### src/rtl/dbg_insn_pkg.sv
package dbg_insn_pkg;

    localparam int KEY_LEN = 8;

    typedef enum logic [2:0] {
        OPC_LD_DIR = 3'd0,
        OPC_LD_IND = 3'd1,
        OPC_ST_DIR = 3'd2,
        OPC_ST_IND = 3'd3,
        OPC_LD_CTL = 3'd4,
        OPC_RPT    = 3'd5,
        OPC_ST_CTL = 3'd6,
        OPC_UNLOCK = 3'd7
    } opc_e;

    typedef enum logic [1:0] {
        PH_OPC  = 2'd0,
        PH_ADDR = 2'd1,
        PH_DATA = 2'd2
    } phase_e;

    typedef struct packed {
        opc_e       opcode;
        logic [2:0] asz;
        logic [3:0] dsz;
        logic [3:0] arg;
        logic       has_addr;
        logic       rd;
        logic       uses_rep;
        logic       is_rep;
    } op_info_t;

endpackage

### src/rtl/dbg_op_decode.sv
module dbg_op_decode
    import dbg_insn_pkg::*;
(
    input  logic [2:0] opc_bits,
    input  logic [3:0] low_bits,
    output op_info_t   info
);
    always_comb begin
        info          = '0;
        info.opcode   = opc_e'(opc_bits);
        info.dsz      = {2'b00, low_bits[1:0]} + 4'd1;
        case (opc_e'(opc_bits))
            OPC_LD_DIR, OPC_ST_DIR: begin
                info.has_addr = 1'b1;
                info.asz      = {1'b0, low_bits[3:2]} + 3'd1;
                info.rd       = (opc_bits == OPC_LD_DIR);
            end
            OPC_LD_IND, OPC_ST_IND: begin
                info.arg      = {2'b00, low_bits[3:2]};
                info.uses_rep = 1'b1;
                info.rd       = (opc_bits == OPC_LD_IND);
            end
            OPC_LD_CTL, OPC_ST_CTL: begin
                info.arg = low_bits;
                info.dsz = 4'd1;
                info.rd  = (opc_bits == OPC_LD_CTL);
            end
            OPC_RPT:    info.is_rep = 1'b1;
            OPC_UNLOCK: info.dsz    = 4'(KEY_LEN);
            default:    info.dsz    = 4'd1;
        endcase
    end
endmodule

### src/rtl/dbg_item_merge.sv
module dbg_item_merge #(
    parameter int NBYTES = 8,
    localparam int IDX_W = $clog2(NBYTES)
) (
    input  logic [NBYTES*8-1:0] acc_in,
    input  logic [IDX_W-1:0]    lane,
    input  logic [7:0]          byte_in,
    output logic [NBYTES*8-1:0] acc_out
);
    for (genvar k = 0; k < NBYTES; k++) begin : g_lane
        assign acc_out[k*8 +: 8] = (lane == IDX_W'(k)) ? byte_in : acc_in[k*8 +: 8];
    end
endmodule

### src/rtl/dbg_insn_tracker.sv
module dbg_insn_tracker
    import dbg_insn_pkg::*;
#(
    parameter int REP_W = 32,
    localparam int ACC_W = KEY_LEN * 8,
    localparam int IDX_W = $clog2(KEY_LEN),
    localparam int WID_W = $clog2(KEY_LEN + 1)
) (
    input  logic             clk,
    input  logic             rst_n,
    input  logic             byte_vld,
    input  logic [7:0]       byte_data,
    input  logic             brk_stb,
    output logic             op_vld,
    output logic [2:0]       op_code,
    output logic [2:0]       addr_size,
    output logic [3:0]       data_size,
    output logic [3:0]       op_arg,
    output logic             item_vld,
    output logic [ACC_W-1:0] item_data,
    output logic [WID_W-1:0] item_width,
    output logic             item_dir,
    output logic             insn_done,
    output logic             insn_abort
);
    typedef struct packed {
        phase_e             ph;
        op_info_t           info;
        logic [IDX_W-1:0]   idx;
        logic [REP_W-1:0]   more;
        logic [REP_W-1:0]   rep;
        logic [ACC_W-1:0]   acc;
        logic               op_vld;
        logic               item_vld;
        logic [ACC_W-1:0]   item_data;
        logic [WID_W-1:0]   item_width;
        logic               item_dir;
        logic               done;
        logic               abort;
    } state_t;

    state_t     st_d, st_q;
    op_info_t   dec_info;
    logic [ACC_W-1:0] merged;
    logic [WID_W-1:0] cur_w;
    logic             last_byte;

    dbg_op_decode u_dec (
        .opc_bits (byte_data[7:5]),
        .low_bits (byte_data[3:0]),
        .info     (dec_info)
    );

    dbg_item_merge #(.NBYTES(KEY_LEN)) u_merge (
        .acc_in  (st_q.acc),
        .lane    (st_q.idx),
        .byte_in (byte_data),
        .acc_out (merged)
    );

    always_comb begin
        cur_w     = (st_q.ph == PH_ADDR) ? WID_W'(st_q.info.asz) : WID_W'(st_q.info.dsz);
        last_byte = (WID_W'(st_q.idx) + WID_W'(1)) == cur_w;

        st_d          = st_q;
        st_d.op_vld   = 1'b0;
        st_d.item_vld = 1'b0;
        st_d.done     = 1'b0;
        st_d.abort    = 1'b0;

        if (brk_stb) begin
            st_d.ph    = PH_OPC;
            st_d.rep   = '0;
            st_d.more  = '0;
            st_d.idx   = '0;
            st_d.acc   = '0;
            st_d.done  = 1'b1;
            st_d.abort = 1'b1;
        end else if (byte_vld) begin
            if (st_q.ph == PH_OPC) begin
                st_d.info   = dec_info;
                st_d.op_vld = 1'b1;
                st_d.idx    = '0;
                st_d.acc    = '0;
                st_d.ph     = dec_info.has_addr ? PH_ADDR : PH_DATA;
                if (dec_info.uses_rep) begin
                    st_d.more = st_q.rep;
                    st_d.rep  = '0;
                end else begin
                    st_d.more = '0;
                end
            end else if (last_byte) begin
                st_d.item_vld   = 1'b1;
                st_d.item_data  = merged;
                st_d.item_width = cur_w;
                st_d.item_dir   = (st_q.ph == PH_DATA) && st_q.info.rd;
                st_d.idx        = '0;
                st_d.acc        = '0;
                if (st_q.ph == PH_ADDR) begin
                    st_d.ph = PH_DATA;
                end else if (st_q.more == '0) begin
                    st_d.done = 1'b1;
                    st_d.ph   = PH_OPC;
                    if (st_q.info.is_rep) begin
                        st_d.rep = merged[REP_W-1:0];
                    end
                end else begin
                    st_d.more = st_q.more - REP_W'(1);
                end
            end else begin
                st_d.idx = st_q.idx + IDX_W'(1);
                st_d.acc = merged;
            end
        end
    end

    always_ff @(posedge clk) begin
        if (!rst_n) begin
            st_q <= '0;
        end else begin
            st_q <= st_d;
        end
    end

    assign op_vld     = st_q.op_vld;
    assign op_code    = st_q.info.opcode;
    assign addr_size  = st_q.info.asz;
    assign data_size  = st_q.info.dsz;
    assign op_arg     = st_q.info.arg;
    assign item_vld   = st_q.item_vld;
    assign item_data  = st_q.item_data;
    assign item_width = st_q.item_width;
    assign item_dir   = st_q.item_dir;
    assign insn_done  = st_q.done;
    assign insn_abort = st_q.abort;
endmodule

### config.mk
export PLATFORM = sky130hd
export DESIGN_NAME = dbg_insn_tracker
export DESIGN_NICKNAME = d
export VERILOG_FILES = /design/src/rtl/dbg_insn_pkg.sv /design/src/rtl/dbg_op_decode.sv /design/src/rtl/dbg_item_merge.sv /design/src/rtl/dbg_insn_tracker.sv
export SDC_FILE = /design/constraint.sdc
export NUM_CORES = 1
export LEC_CHECK = 0
export BUFFER_PORTS_ARGS = -buffer_cell sky130_fd_sc_hd__buf_2
export CAP_MARGIN = 20
export CORE_AREA = 3 3 197 199
export DETAILED_ROUTE_END_ITERATION = 10
export DIE_AREA = 0 0 200 202
export PLACE_DENSITY = 0.57
export SLEW_MARGIN = 5
export SYNTH_ARGS = -nofsm -noshare
export SYNTH_HDL_FRONTEND = slang
export SYNTH_SLANG_ARGS = --single-unit
### constraint.sdc
create_clock -name clk -period 2.7 [get_ports clk]
set_input_delay 0.135 -clock clk [delete_from_list [all_inputs] [get_ports clk]]
set_output_delay 0.135 -clock clk [all_outputs]
set_load 0.02 [all_outputs]
==> run_results.csv <==
group,metric,value,unit
synth,syn_nets,1350,
synth,synth_cells,1329,
cts,cts_root_buf,"clkbuf_16",
outcome,status,"complete, no violations",
cts,cts_tree,"yes",
drt,via_count,9770,
synth,synth_ff_type,"dfxtp_1",
cts,cts_sinks,222,
place,dp_hpwl,22300,um
global_route,grt_usage,0.162,
timing,period_needed,2.49,ns
place,place_ws,0.0316,ns
timing,final.period_utilization,0.921,
cts,htree_levels,1,
setup_path,slowest_delay,0.54,ns
timing,slew_violations,0,
drt,dr.pass1.iters,5,
synth,ys_seq_elements,222,
timing,fin_ws,0.214,ns
timing,fin_tns_setup,0,ns
setup_path,reg2reg_depth,7,
die,placementRows,71,
place,portBuffers,98,
setup_path,crit_slowest_cell,"or4_1",
die,initial_core_util,0.296,
power,power.density,613,nW/um2
timing,skew,0.0129,ns
final_layout,final_cell_mix,"dfxtp_1 (222), nor2_1 (159), a21oi_1 (119)",
job,max_cap_violations,0,
setup_path,crit_path_start,"st_q[195]$_SDFFE_PP0P_",
cts,clkSlewWorstSetupHoldPaths,0.07,ns
place,place_congestion,0.858,
drt,via_per_inst,5.30,
global_route,grt_overflow,0,
power,p_leak,4.36,nW
synth,seq_area_frac_synth,0.401,
final_layout,regArea,4440,um2
cts,clkLatencyLatePin,0.53,ns
timing,fmax,402,MHz
drt,drtAntennaViolNets,0,
synth,synth_edf_count,0,
setup_path,cp_max_fo,9,
synth,synthDistinctLibCells,51,
timing,tightest_slew,0.778,ns
drt,drtIter0Drc,730,
timing,relSlewSlack,0.479,
synth,syn-cell-area,11100,um2
timing,hold_viol,0,
drt,wirelength,33900,um
final_layout,multi_input_area,5550,um2
drt,route.detailed.drc,0,
synth,ys_async_sr_fraction,0,
timing,rsz0062_at_grt,"false",
setup_path,reg2reg_slack,0.21,ns
setup_path,reg2reg_to,"st_q[168]$_SDFFE_PP0P_",
setup_path,critPathKind,"reg -> reg",
cts,ctsLongestPathBuffers,3,
setup_path,cp-endpoint,"st_q[168]$_SDFFE_PP0P_",
final_layout,syn2layout_area_growth,15.5,%
final_layout,fillers,3886,
setup_path,critPathLaunchType,"flop",
setup_path,path_common_cell,"or4_1",
setup_path,required,3.08,ns
power,ir_worst_vdd,438,uV
drt,wire_per_inst,18.4,um
final_layout,diodes,0,
global_route,grt_start_max_net_pins,66,
global_route,grt_pass1_vias,9258,
min_path,hold_class,"in -> reg",
global_route,grt_pass1_wl,53100,um
die,dieArea,40400,um2
final_layout,layout_commonest_cell,"dfxtp_1",
setup_path,worstPathCellList,"or4_1 -> or4_1 -> or4_4 -> nor2b_4 -> buf_12 -> o31ai_2 -> a21oi_1",
power,total_power,7.85,mW
die,die_h,202,um
final_layout,post-route-util,0.342,
synth,yosysWarnings,0,
final_layout,layout-drive-gt1-share,0.201,
final_layout,nNetsFinal,1335,
setup_path,r2r-start,"st_q[195]$_SDFFE_PP0P_",
final_layout,final_area,12800,um2
die,core_area,37400,um2
setup_path,arrival,2.87,ns
setup_path,worstSetupEndpointType,"flop",
timing,setup_viol,0,
global_route,antenna_found_initial,0,
synth,avgSynthCellArea,8.34,um2
die,dieWidth,200,um
place,dpl_cell_area,11800,um2
cts,cts_buffers,24,
die,ios,99,
[how the worst min path moves through the flow]
stage	endpoint	cells after the start	startpoint	slack, ns
2_1_floorplan	insn_abort$_SDFF_PN0_	1	brk_stb	0.26
3_3_place_gp	insn_abort$_SDFF_PN0_	2	brk_stb	0.43
3_5_place_dp	insn_abort$_SDFF_PN0_	2	brk_stb	0.43
4_1_cts	st_q[223]$_SDFFE_PP0P_	4	byte_vld	0.02
5_1_grt	st_q[223]$_SDFFE_PP0P_	4	byte_vld	0.04
6_report	st_q[223]$_SDFFE_PP0P_	4	byte_vld	0.03
[logic make-up (layout without fill, tap and decap cells)]
logic type,count (synthesis),count (layout),share of synthesized area
DFF,222,222,0.401
muxes,42,42,0.0379
buffers and inverters,224,227,0.107
and+or+nand+nor,431,431,0.183
xor gates and xnor gates,9,9,0.00711
adders and majority gates,9,9,0.0102
AOI/OAI and AO/OA,392,392,0.253
[sequential cells by signal (all words and copies together), names as in the netlist]
signal	cells
addr_size	3
data_size	4
insn_abort	1
insn_done	1
item_data	64
item_dir	1
item_vld	1
item_width	4
op_arg	4
op_code	3
op_vld	1
st_q	135
[area by class of cell]
cell class | count | area share
flip-flops and latches | 222 | 0.347
multi-input cells | 883 | 0.433
inverters | 10 | 0.00293
repair buffers | 173 | 0.0983
clock inverters | 9 | 0.00958
clock buffers | 35 | 0.0588
well taps | 511 | 0.0499
[layer usage]
metal	global-route usage	wire, um	share of wire
met1	0.242	16500	0.49
met2	0.246	15200	0.45
met3	0.0202	1490	0.044
met4	0.0406	630	0.019
met5	0	0	0
[synthesized netlist by cell type (3+ instances only)]
cell | instances | area share
and2_1 | 33 | 0.019
a21oi_1 | 119 | 0.054
xor2_1 | 4 | 0.0032
o21ai_0 | 29 | 0.013
nor3b_1 | 4 | 0.0027
or3_1 | 3 | 0.0017
nand3_1 | 39 | 0.018
a31o_2 | 3 | 0.0024
a31oi_1 | 5 | 0.0028
nor2b_1 | 15 | 0.0085
nand4_1 | 8 | 0.0045
mux2i_1 | 42 | 0.038
o311ai_0 | 19 | 0.015
buf_4 | 82 | 0.056
o31ai_2 | 30 | 0.034
buf_1 | 19 | 0.0064
inv_1 | 9 | 0.0030
o31ai_1 | 22 | 0.015
buf_2 | 6 | 0.0027
xnor2_1 | 5 | 0.0040
buf_6 | 4 | 0.0041
dfxtp_1 | 222 | 0.40
clkbuf_1 | 103 | 0.035
o21ai_1 | 4 | 0.0018
nor4_1 | 13 | 0.0073
nor2_1 | 160 | 0.054
or2_2 | 4 | 0.0023
or4_1 | 7 | 0.0047
a21boi_0 | 8 | 0.0054
nand2b_1 | 12 | 0.0068
a22oi_1 | 20 | 0.014
ha_1 | 9 | 0.010
a32oi_1 | 40 | 0.032
a211oi_1 | 75 | 0.051
nor3_1 | 51 | 0.023
nand2_1 | 75 | 0.025
o32ai_1 | 8 | 0.0063
[timing repair]
item	CTS	global route
gates resized for setup	0	18
endpoints found under the hold margin	4	0
hold buffers	2	0
setup buffers	0	4
endpoints found under the setup margin	0	81
[power breakdown]
group	total, mW	internal [mW]	switching (mW)	leakage [nW]
combinational	0.915	0.304	0.611	2.13
sequential	3.34	3.31	0.0266	1.79
clock	3.60	2.22	1.39	0.436
[worst max-delay path, delay by kind of cell (launching register included)]
family	cells	cell delay (ns)
buffers and inverters	1	0.17
flip-flops	1	0.31
AND/OR/NAND/NOR	4	1.61
AO/OA/AOI/OAI	2	0.26
[stage by stage]
stage	hold slack, ns	cells
2_1_floorplan	0.257	1329
3_3_place_gp	0.428	1791
3_5_place_dp	0.425	1791
4_1_cts	0.0152	1837
5_1_grt	0.0442	1843
6_report	0.0343	1843
Note: power is estimated with default switching activity, not from simulation.
